$ cat src/rtl/ecc_pkg.sv
package ecc_pkg;

  typedef enum logic [2:0] {
    ST_IDLE,
    ST_RD,
    ST_RWAIT,
    ST_EVAL,
    ST_WR
  } ecc_st_t;

  // number of Hamming check bits needed for dw data bits
  function automatic int unsigned chk_bits(input int unsigned dw);
    int unsigned p;
    p = 0;
    while ((1 << p) < (dw + p + 1)) p++;
    return p;
  endfunction

  // codeword index of data bit j: j-th non power-of-two index from 3 upward
  function automatic int unsigned data_pos(input int unsigned j);
    int unsigned n;
    int unsigned pos;
    n = 0;
    pos = 0;
    for (int unsigned i = 3; i < 1024; i++) begin
      if (((i & (i - 1)) != 0) && (pos == 0)) begin
        if (n == j) pos = i;
        n++;
      end
    end
    return pos;
  endfunction

endpackage

$ cat src/rtl/ecc_enc.sv
module ecc_enc #(
  parameter int unsigned DW = 64,
  localparam int unsigned PW = ecc_pkg::chk_bits(DW),
  localparam int unsigned CW = DW + PW + 1
) (
  input  logic [DW-1:0] din,
  output logic [CW-1:0] cw
);

  logic [CW-1:0] base;
  logic [PW-1:0] pb;

  // scatter data bits; check and parity positions start at zero
  for (genvar g = 0; g < CW; g++) begin : g_zero
    if (g == 0 || ((g & (g - 1)) == 0)) begin : g_p
      assign base[g] = 1'b0;
    end
  end
  for (genvar j = 0; j < DW; j++) begin : g_place
    assign base[ecc_pkg::data_pos(j)] = din[j];
  end

  always_comb begin
    for (int k = 0; k < PW; k++) begin
      pb[k] = 1'b0;
      for (int i = 1; i < CW; i++) begin
        if (((i >> k) & 1) == 1) pb[k] = pb[k] ^ base[i];
      end
    end
    cw = base;
    for (int k = 0; k < PW; k++) cw[1 << k] = pb[k];
    cw[0] = ^cw[CW-1:1];
  end

endmodule

$ cat src/rtl/ecc_dec.sv
module ecc_dec #(
  parameter int unsigned DW = 64,
  localparam int unsigned PW = ecc_pkg::chk_bits(DW),
  localparam int unsigned CW = DW + PW + 1
) (
  input  logic [CW-1:0] cw,
  output logic [DW-1:0] raw,
  output logic [DW-1:0] fix,
  output logic          single,
  output logic          multi
);

  logic [PW-1:0] syn;
  logic          par;
  logic [CW-1:0] fixcw;

  always_comb begin
    syn = '0;
    for (int i = 1; i < CW; i++) begin
      if (cw[i]) syn = syn ^ PW'(i);
    end
    par    = ^cw;
    single = par && (int'(syn) < CW);
    multi  = (!par && (syn != '0)) || (par && (int'(syn) >= CW));
    for (int i = 0; i < CW; i++) begin
      fixcw[i] = cw[i] ^ (single && (syn == PW'(i)));
    end
  end

  for (genvar j = 0; j < DW; j++) begin : g_pick
    assign raw[j] = cw[ecc_pkg::data_pos(j)];
    assign fix[j] = fixcw[ecc_pkg::data_pos(j)];
  end

endmodule

$ cat src/rtl/ecc_ctrl.sv
module ecc_ctrl #(
  parameter int unsigned AW = 16,
  parameter int unsigned DW = 64,
  localparam int unsigned BW = DW / 8,
  localparam int unsigned PW = ecc_pkg::chk_bits(DW),
  localparam int unsigned CW = DW + PW + 1
) (
  input  logic          clk,
  input  logic          rst,
  input  logic [1:0]    integ_mode,
  input  logic          req_valid,
  output logic          req_ready,
  input  logic          req_write,
  input  logic [AW-1:0] req_addr,
  input  logic [DW-1:0] req_wdata,
  input  logic [BW-1:0] req_be,
  output logic          rsp_valid,
  output logic [DW-1:0] rsp_rdata,
  output logic          rsp_mbe,
  output logic          mem_valid,
  input  logic          mem_ready,
  output logic          mem_write,
  output logic [AW-1:0] mem_addr,
  input  logic          mem_rvalid,
  input  logic [CW-1:0] mem_rdata,
  output logic          sbe_pulse,
  output logic          mbe_pulse,
  output logic [AW-1:0] err_addr,
  output logic [DW-1:0] enc_din,
  output logic [CW-1:0] dec_cw,
  input  logic [DW-1:0] dec_raw,
  input  logic [DW-1:0] dec_fix,
  input  logic          dec_single,
  input  logic          dec_multi
);
  import ecc_pkg::*;

  ecc_st_t       st;
  logic [AW-1:0] a_q;
  logic [1:0]    mode_q;
  logic          wr_q;
  logic [DW-1:0] wd_q;
  logic [BW-1:0] be_q;
  logic [DW-1:0] wb_q;
  logic [CW-1:0] raw_q;

  logic          chk_on;
  logic          sbe_ev;
  logic          mbe_ev;
  logic [DW-1:0] sel;
  logic [DW-1:0] merged;

  assign chk_on = (mode_q != 2'b00);
  assign sbe_ev = chk_on && dec_single;
  assign mbe_ev = chk_on && dec_multi;
  assign sel    = (mode_q[1] && !dec_multi) ? dec_fix : dec_raw;

  for (genvar b = 0; b < BW; b++) begin : g_merge
    assign merged[b*8 +: 8] = be_q[b] ? wd_q[b*8 +: 8] : sel[b*8 +: 8];
  end

  assign req_ready = (st == ST_IDLE);
  assign mem_valid = (st == ST_RD) || (st == ST_WR);
  assign mem_write = (st == ST_WR);
  assign mem_addr  = a_q;
  assign enc_din   = wb_q;
  assign dec_cw    = raw_q;

  always_ff @(posedge clk) begin
    if (rst) begin
      st        <= ST_IDLE;
      a_q       <= '0;
      mode_q    <= 2'b00;
      wr_q      <= 1'b0;
      wd_q      <= '0;
      be_q      <= '0;
      wb_q      <= '0;
      raw_q     <= '0;
      rsp_valid <= 1'b0;
      rsp_rdata <= '0;
      rsp_mbe   <= 1'b0;
      sbe_pulse <= 1'b0;
      mbe_pulse <= 1'b0;
      err_addr  <= '0;
    end else begin
      rsp_valid <= 1'b0;
      sbe_pulse <= 1'b0;
      mbe_pulse <= 1'b0;
      case (st)
        ST_IDLE: begin
          if (req_valid) begin
            a_q    <= req_addr;
            mode_q <= integ_mode;
            wr_q   <= req_write;
            wd_q   <= req_wdata;
            be_q   <= req_be;
            wb_q   <= req_wdata;
            st     <= (req_write && (&req_be)) ? ST_WR : ST_RD;
          end
        end
        ST_RD: begin
          if (mem_ready) st <= ST_RWAIT;
        end
        ST_RWAIT: begin
          if (mem_rvalid) begin
            raw_q <= mem_rdata;
            st    <= ST_EVAL;
          end
        end
        ST_EVAL: begin
          sbe_pulse <= sbe_ev;
          mbe_pulse <= mbe_ev;
          err_addr  <= a_q;
          if (!wr_q) begin
            rsp_valid <= 1'b1;
            rsp_rdata <= sel;
            rsp_mbe   <= mbe_ev;
            if ((mode_q == 2'b11) && sbe_ev) begin
              wb_q <= dec_fix;
              st   <= ST_WR;
            end else begin
              st <= ST_IDLE;
            end
          end else if (mbe_ev) begin
            st <= ST_IDLE;
          end else begin
            wb_q <= merged;
            st   <= ST_WR;
          end
        end
        ST_WR: begin
          if (mem_ready) st <= ST_IDLE;
        end
        default: st <= ST_IDLE;
      endcase
    end
  end

endmodule

$ cat src/rtl/ecc_scrub_path.sv
module ecc_scrub_path #(
  parameter int unsigned AW = 16,
  parameter int unsigned DW = 64,
  localparam int unsigned BW = DW / 8,
  localparam int unsigned PW = ecc_pkg::chk_bits(DW),
  localparam int unsigned CW = DW + PW + 1
) (
  input  logic          clk,
  input  logic          rst,
  input  logic [1:0]    integ_mode,
  input  logic          req_valid,
  output logic          req_ready,
  input  logic          req_write,
  input  logic [AW-1:0] req_addr,
  input  logic [DW-1:0] req_wdata,
  input  logic [BW-1:0] req_be,
  output logic          rsp_valid,
  output logic [DW-1:0] rsp_rdata,
  output logic          rsp_mbe,
  output logic          mem_valid,
  input  logic          mem_ready,
  output logic          mem_write,
  output logic [AW-1:0] mem_addr,
  output logic [CW-1:0] mem_wdata,
  input  logic          mem_rvalid,
  input  logic [CW-1:0] mem_rdata,
  output logic          sbe_pulse,
  output logic          mbe_pulse,
  output logic [AW-1:0] err_addr
);

  logic [DW-1:0] enc_din;
  logic [CW-1:0] dec_cw;
  logic [DW-1:0] dec_raw;
  logic [DW-1:0] dec_fix;
  logic          dec_single;
  logic          dec_multi;

  ecc_enc #(.DW(DW)) u_enc (
    .din (enc_din),
    .cw  (mem_wdata)
  );

  ecc_dec #(.DW(DW)) u_dec (
    .cw     (dec_cw),
    .raw    (dec_raw),
    .fix    (dec_fix),
    .single (dec_single),
    .multi  (dec_multi)
  );

  ecc_ctrl #(.AW(AW), .DW(DW)) u_ctrl (
    .clk        (clk),
    .rst        (rst),
    .integ_mode (integ_mode),
    .req_valid  (req_valid),
    .req_ready  (req_ready),
    .req_write  (req_write),
    .req_addr   (req_addr),
    .req_wdata  (req_wdata),
    .req_be     (req_be),
    .rsp_valid  (rsp_valid),
    .rsp_rdata  (rsp_rdata),
    .rsp_mbe    (rsp_mbe),
    .mem_valid  (mem_valid),
    .mem_ready  (mem_ready),
    .mem_write  (mem_write),
    .mem_addr   (mem_addr),
    .mem_rvalid (mem_rvalid),
    .mem_rdata  (mem_rdata),
    .sbe_pulse  (sbe_pulse),
    .mbe_pulse  (mbe_pulse),
    .err_addr   (err_addr),
    .enc_din    (enc_din),
    .dec_cw     (dec_cw),
    .dec_raw    (dec_raw),
    .dec_fix    (dec_fix),
    .dec_single (dec_single),
    .dec_multi  (dec_multi)
  );

endmodule

$ cat config.mk
export PLATFORM = sky130hd
export DESIGN_NAME = ecc_scrub_path
export DESIGN_NICKNAME = d
export VERILOG_FILES = /design/src/rtl/ecc_pkg.sv /design/src/rtl/ecc_enc.sv /design/src/rtl/ecc_dec.sv /design/src/rtl/ecc_ctrl.sv /design/src/rtl/ecc_scrub_path.sv
export SDC_FILE = /design/constraint.sdc
export NUM_CORES = 1
export LEC_CHECK = 0
export BUFFER_PORTS_ARGS = -buffer_cell sky130_fd_sc_hd__buf_2
export CORE_UTILIZATION = 51
export DETAILED_ROUTE_END_ITERATION = 8
export PLACE_DENSITY = 0.85
export SLEW_MARGIN = 20
export SYNTH_ARGS = -nofsm -noshare
export SYNTH_HDL_FRONTEND = slang
export SYNTH_SLANG_ARGS = --single-unit
$ cat constraint.sdc
create_clock -name clk -period 3.23 [get_ports clk]
set_input_delay 0.4845 -clock clk [delete_from_list [all_inputs] [get_ports clk]]
set_output_delay 0.4845 -clock clk [all_outputs]
set_load 0.02 [all_outputs]
# ---- Word level (Yosys, flattened, before mapping)
# Index checks and enable logic that the tools add are counted.
dict set report op_classes {
  magnitude_cmp 2
  n_bitwise 334
  n_eq_ne 75
  n_mux 95
  n_reduce_logical 89
}
# op count
set ops {}
lappend ops {{64-bit two-way mux} 5}
lappend ops {{1-bit bitwise XOR} 262}
lappend ops {{7-bit by 6-bit equality test with 1-bit output (second input constant)} 31}
lappend ops {{6-bit two-way mux} 32}
lappend ops {{64-bit case mux with 2 select lines} 1}
lappend ops {{7-bit by 5-bit equality test with 1-bit output (second input constant)} 15}
lappend ops {{5-bit two-way mux} 16}
lappend ops {{1-bit logical AND} 72}
lappend ops {{72-bit parity} 1}
lappend ops {{71-bit parity} 1}
lappend ops {{3-bit inverter} 23}
lappend ops {{8-bit two-way mux} 8}
lappend ops {{4-bit inverter} 16}
lappend ops {{7-bit two-way mux} 8}
lappend ops {{7-bit by 4-bit equality test with 1-bit output (second input constant)} 7}
lappend ops {{7-bit equality test (second input constant)} 7}
lappend ops {{3-bit two-way mux} 12}
lappend ops {{2-bit inverter} 18}
lappend ops {{4-bit two-way mux} 8}
lappend ops {{5-bit inverter} 6}
lappend ops {{7-bit by 3-bit equality test with 1-bit output (second input constant)} 3}
lappend ops {{3-bit case mux with 5 select lines} 1}
lappend ops {{2-bit != test (second input constant)} 4}
lappend ops {{4-bit AND reduction} 2}
lappend ops {{other kinds (22)} 36}
dict set report totals {
  output_inout_bits 175
  register_bits 314
  elab_cells 609
}

# ---- Longest topological paths before layout
dict set report depth {
  ltp_word 145
  mapped_depth 14
  ltp_nobuf 10
}

# ---- By module
# A second synthesis with hierarchy kept.
dict set report hier_totals {
  cells_unflattened 2441
  hier_area_um2 19459.9
}
# mod area_each_um2 seq_area_each_um2 cells_each instances
set by_module_without_submodules {}
lappend by_module_without_submodules {ecc_ctrl 14537.7 6286.0 1866 1}
lappend by_module_without_submodules {ecc_dec 3194.3 0.0 395 1}
lappend by_module_without_submodules {ecc_enc 1727.9 0.0 180 1}

# ---- Worst setup path before layout
# No wires, ideal clock.
dict set report synth_timing {
  kind {reg2reg}
  startpoint {register u_ctrl.raw_q[70] (netlist: u_ctrl.dec_cw[70])}
  endpoint {register u_ctrl.wb_q[61] (netlist: u_ctrl.enc_din[61])}
  setup_slack_ns -0.050
  arrival_ns 3.148
  stages_incl_launch_ff 14
  path_cell_list {dfxtp_1 -> buf_4 -> xor2_2 -> xnor2_2 -> xnor2_1 -> xnor3_2 -> xor2_2 -> o211ai_1 -> o31a_1 -> o311a_1 -> buf_4 -> buf_4 -> a2111oi_2 -> nor3_1}
}
dict set report synth_via {
  elab_chain_cells 13
  word_cells_on_any_way 29
  classes_between {order compare: 2; eq/ne: 3; mux: 8; bitwise: 2; reduce/logical: 14}
}
# element line
set synth_rtl {}
lappend synth_rtl {{start: declaration} ecc_ctrl.sv:45} ;# logic [CW-1:0] raw_q;
lappend synth_rtl {{start signal: assignment} ecc_ctrl.sv:106} ;# raw_q <= mem_rdata;
lappend synth_rtl {{7-bit two-way mux} ecc_dec.sv:20} ;# if (cw[i]) syn = syn ^ PW'(i);
lappend synth_rtl {{4-bit inverter (no source line)} n/a}
lappend synth_rtl {{7-bit two-way mux} ecc_dec.sv:20}
lappend synth_rtl {{7-bit greater-or-equal comparator or 7-bit nonzero test (tied branches)} ecc_dec.sv:24} ;# multi = (!par && (syn != '0)) || (par && (int'(syn) >= CW));
lappend synth_rtl {{1-bit logical AND} ecc_dec.sv:24}
lappend synth_rtl {{1-bit logical OR} ecc_dec.sv:24}
lappend synth_rtl {{1-bit zero test} ecc_ctrl.sv:56} ;# assign sel = (mode_q[1] && !dec_multi) ? dec_fix : dec_raw;
lappend synth_rtl {{1-bit logical AND} ecc_ctrl.sv:56}
lappend synth_rtl {{64-bit two-way mux} ecc_ctrl.sv:56}
lappend synth_rtl {{8-bit two-way mux} ecc_ctrl.sv:59} ;# assign merged[b*8 +: 8] = be_q[b] ? wd_q[b*8 +: 8] : sel[b*8 +: 8];
lappend synth_rtl {{64-bit two-way mux} ecc_ctrl.sv:124} ;# end else if (mbe_ev) begin
lappend synth_rtl {{64-bit two-way mux} ecc_ctrl.sv:114} ;# if (!wr_q) begin
lappend synth_rtl {{64-bit case mux with 2 select lines} ecc_ctrl.sv:89} ;# case (st)
lappend synth_rtl {{end signal: assignment} ecc_ctrl.sv:97} ;# wb_q <= req_wdata;
lappend synth_rtl {{end signal: assignment} ecc_ctrl.sv:119} ;# wb_q <= dec_fix;
lappend synth_rtl {{end signal: assignment} ecc_ctrl.sv:127} ;# wb_q <= merged;
lappend synth_rtl {{end: declaration} ecc_ctrl.sv:44} ;# logic [DW-1:0] wb_q;
# Several ways; a longest one is shown, not always the timed one. The select of a mux whose other input is x is not followed.
# A chain may end at the register's enable or synchronous reset.

# ---- Final worst setup path
dict set report layout_timing {
  startpoint {register u_ctrl.raw_q[23] (netlist: u_ctrl.dec_cw[23])}
  endpoint {register u_ctrl.wb_q[42] (netlist: u_ctrl.enc_din[42])}
}
dict set report layout_via {
  elab_chain_cells 83
  word_cells_on_any_way 120
  classes_between {order compare: 2; eq/ne: 3; mux: 55; bitwise: 46; reduce/logical: 14}
}
# element line
set layout_rtl {}
lappend layout_rtl {{5-bit two-way mux} ecc_dec.sv:20}
lappend layout_rtl {{5-bit two-way mux or 2-bit inverter (tied branches)} n/a}
lappend layout_rtl {{3-bit inverter (no source line) or 5-bit two-way mux (tied branches)} n/a}
lappend layout_rtl {{5-bit two-way mux or 3-bit inverter (tied branches)} n/a}
lappend layout_rtl {{5-bit two-way mux} ecc_dec.sv:20}
lappend layout_rtl {{4-bit inverter (no source line) or 3-bit inverter (tied branches)} n/a}
lappend layout_rtl {{5-bit two-way mux} ecc_dec.sv:20}
lappend layout_rtl {{5-bit two-way mux or 4-bit inverter (tied branches)} n/a}
lappend layout_rtl {{[... 67 more ...]} n/a}
lappend layout_rtl {{1-bit logical OR} ecc_dec.sv:24}
lappend layout_rtl {{1-bit zero test} ecc_ctrl.sv:56}
lappend layout_rtl {{1-bit logical AND} ecc_ctrl.sv:56}
lappend layout_rtl {{64-bit two-way mux} ecc_ctrl.sv:56}
lappend layout_rtl {{8-bit two-way mux} ecc_ctrl.sv:59}
lappend layout_rtl {{64-bit two-way mux} ecc_ctrl.sv:124}
lappend layout_rtl {{64-bit two-way mux} ecc_ctrl.sv:114}
lappend layout_rtl {{64-bit case mux with 2 select lines} ecc_ctrl.sv:89}
# Several ways; a longest one is shown, not always the timed one. The select of a mux whose other input is x is not followed.

==> results.json <==
{
  "status": "finished with violations",
  "violations": "setup timing",
  "post-route-min-period_ps": 3840,
  "clk_pin_slew_worst_paths_ps": 70,
  "hold_class": "in -> reg",
  "dieArea_um2": 34600,
  "dp.cells": 3066,
  "switching_power_w": 0.00874,
  "synth_cell_types": 65,
  "setup_viol": 112,
  "synthArstFlopShare_pct": 0,
  "rows": 66,
  "start_kind": "flop",
  "fmax_mhz": 260,
  "vias_per_cell": 6.40,
  "synthCells": 2184,
  "ios": 343,
  "wl_per_cell_um": 25.4,
  "crit_fanout": 4,
  "synth_area_leaders": "dfxtp_1 36%, xnor2_1 12%, nand2_1 9.8%, a21oi_1 7.0%, xor2_1 5.4%",
  "seq_power_share_pct": 21.7,
  "synth_edf_count": 0,
  "core_area_um2": 32900,
  "synth_flop_cell": "dfxtp_1",
  "slew_headroom_pct": 21.1,
  "drtPass1Iterations": 7,
  "nets": 2917,
  "fillers": 1830,
  "arrival_ps": 4190,
  "cts_hold_buf": 0,
  "syn-num-nets": 2352,
  "rsz0062_at_grt": "true",
  "place_ws_ps": -433,
  "peakVddDrop_mv": 4.24,
  "min_to": "u_ctrl.dec_cw[11]",
  "timing.final.crit_share_pct": 119,
  "min_path_cells": 3,
  "setup_ws_ps": -609,
  "die_width_um": 186,
  "r2r-end": "u_ctrl.enc_din[42]",
  "tightest_slew_ps": 1180,
  "swShare_pct": 41.6,
  "syn_to_final_growth_pct": 52.0,
  "final_cell_area_um2": 26200,
  "reg2reg_slack_ps": -610,
  "htreeDepth": 2,
  "final_max_slew_viol_count": 0,
  "yosysSeqAreaShare_pct": 36.4,
  "hold_slack_ps": 190,
  "grt_usage_pct": 38.8,
  "placed_cell_area_um2": 21100,
  "ys_ff_latch": 314,
  "synthesis.area_per_instance_um2": 7.90,
  "pwr-share-clk_pct": 20.2,
  "comb_power_share_pct": 58.1,
  "rr_worst_depth": 13,
  "gp_congestion": 1.01,
  "clock_latency_ps": 530,
  "numCtsBuffers": 35,
  "finalPower_w": 0.0210,
  "grt_max_degree": 155,
  "p_int_w": 0.0123,
  "grt_overflow": 0,
  "yosysTopAreaCell": "dfxtp_1",
  "end_kind": "flop",
  "antenna_found_initial": 6,
  "min-delay-start": "mem_rdata[11]",
  "grt_pass1_wl_mm": 102,
  "routed_wirelength_mm": 81.8,
  "yosys_warnings": 0,
  "die_y_um": 186,
  "start_util_pct": 52.4,
  "worstPathRequired_ps": 3580,
  "drc": 0,
  "grt_pass1_vias": 18000,
  "timing.rr.start": "u_ctrl.dec_cw[23]",
  "powerDensity_nw_per_um2": 801,
  "synth_top_area_share_pct": 36.4,
  "finalHoldViolCount": 0,
  "vias": 20600,
  "drtAntennaViolNets": 0,
  "clock-sinks": 314,
  "dr.first_iter.drc_count": 3201,
  "skew_ps": 19.9,
  "dp_hpwl_mm": 49.0,
  "cts_buffer_depth": 3,
  "numPortBuffers": 342,
  "syn_area_um2": 17300,
  "p_leak_nw": 10.5,
  "critPathKind": "reg -> reg",
  "cts_tree": "yes",
  "maxCapViolations": 0,
  "drive_above_1_share_pct": 44.2,
  "cts_root_buffer": "clkbuf_16",
  "final_cells": 3216
}
## per-stage QoR
stage	util, %	TNS, ps
after floorplan	-	0
after global placement	64.0	-20870
after detailed placement	64.0	-21340
after CTS	72.1	-7880
after global routing	79.6	-35550
final	79.6	-24160
## critical path: stages, from the launching register on
cell and delay, ps:
dfxtp_1 310, buf_4 160, xnor2_1 390, xnor2_2 230, xnor3_1 480, buf_4 200
nor3_1 220, buf_4 180, o211ai_1 200, buf_4 240, nor2_2 120, xor2_1 70
a222oi_1 580, a311oi_2 260
## synthesized netlist by cell type (all sizes together), types with 4 or more instances
cell	count
xor2	110
o21bai	7
o211ai	25
o32ai	15
and2	7
nand2b	9
a211oi	64
nor2	216
o21ai	28
nor4	7
a32oi	6
nor2b	16
nor3	25
a311oi	17
a21oi	242
a221oi	20
nand4	4
o31a	5
a222oi	24
o21a	15
xnor3	5
xor3	4
nand2	451
o221a	6
or3	16
clkbuf	132
a2111oi	4
and4	5
a31oi	11
o31ai	8
xnor2	256
dfxtp	314
buf	74
nand3	10
## repair_timing
action,CTS,global route
pin swaps,78,167
gates resized for setup,204,402
buffers inserted,37,51
cloned,8,5
setup endpoints to repair,119,127
hold endpoints to repair,0,0
## cell type report
class	count	area (um^2)	area share, %
Multi-Input combinational cell	1663	12800	49.0
Sequential cell	314	6360	24.2
Timing Repair Buffer	733	5270	20.1
Clock buffer	51	1040	3.95
Tap cell	442	553	2.11
Clock inverter	8	148	0.563
Inverter	2	7.51	0.0286
Antenna cell	3	7.51	0.0286
## state kept, by name (all words and copies together), names as in the netlist, 3 cells and up
register / cells
u_ctrl.be_q: 8
u_ctrl.mem_addr: 16
u_ctrl.st: 3
u_ctrl.dec_cw: 72
u_ctrl.rsp_rdata: 64
u_ctrl.err_addr: 16
u_ctrl.enc_din: 64
u_ctrl.wd_q: 64
## how the worst max path moves through the flow
stage                                  start                 end
after floorplan           u_ctrl.enc_din[39]        mem_wdata[0]
after global placement     u_ctrl.dec_cw[54]   u_ctrl.enc_din[3]
after detailed placement   u_ctrl.dec_cw[54]   u_ctrl.enc_din[3]
after CTS                  u_ctrl.dec_cw[65]  u_ctrl.enc_din[13]
after global routing       u_ctrl.dec_cw[62]  u_ctrl.enc_din[42]
final                      u_ctrl.dec_cw[23]  u_ctrl.enc_din[42]
## cells by family (layout without fill, tap and decap cells)
kind of cell           count (synthesis)  after routing  synth area share [%]
AND/OR/NAND/NOR                      774            774                  18.4
AO/OA/AOI/OAI                        512            513                  19.5
XOR/XNOR                             375            375                  20.4
flip-flops                           314            314                  36.4
buffers and inverters                208            794                  5.13
multiplexers                           1              1                0.0580
other                                  0              3                     0
## metal layers
layer,GRT usage [%],part of all wire [%],vias to the layer above
met1,48.3,33,9519
li1,-,-,8492
met4,22.7,9.0,4
met2,61.8,43,1914
met3,8.20,14,669
met5,0,0.12,-
## cell usage in the layout, fill, tap and decap left out, types with 20 or more instances in the layout
master / synthesis / layout
buf_6: 2 / 39
xnor2_1: 245 / 166
clkbuf_16: 0 / 37
buf_2: 59 / 341
nor2_2: 0 / 33
a21oi_1: 241 / 219
dfxtp_1: 314 / 273
a211oi_1: 64 / 24
nand2_1: 451 / 442
nor2_1: 216 / 125
nor2_4: 0 / 58
xor2_2: 4 / 31
dfxtp_2: 0 / 33
xor2_1: 106 / 73
buf_4: 4 / 318
xnor2_2: 11 / 70
buf_12: 0 / 20
a211oi_2: 0 / 38
a222oi_1: 24 / 24
xnor2_4: 0 / 20
o211ai_1: 25 / 25
## power by group through the flow
| stage | clock network, W | logic [W] | registers [W] |
|---|---|---|---|
| 2_1_floorplan | 0 | 0.00476 | 0.00465 |
| 3_3_place_gp | 0 | 0.00843 | 0.00453 |
| 3_5_place_dp | 0 | 0.00861 | 0.00455 |
| 4_1_cts | 0.00419 | 0.0104 | 0.00450 |
| 5_1_grt | 0.00437 | 0.0125 | 0.00458 |
| 6_report | 0.00425 | 0.0122 | 0.00456 |
No activity file was read; power rests on OpenSTA's default activity.
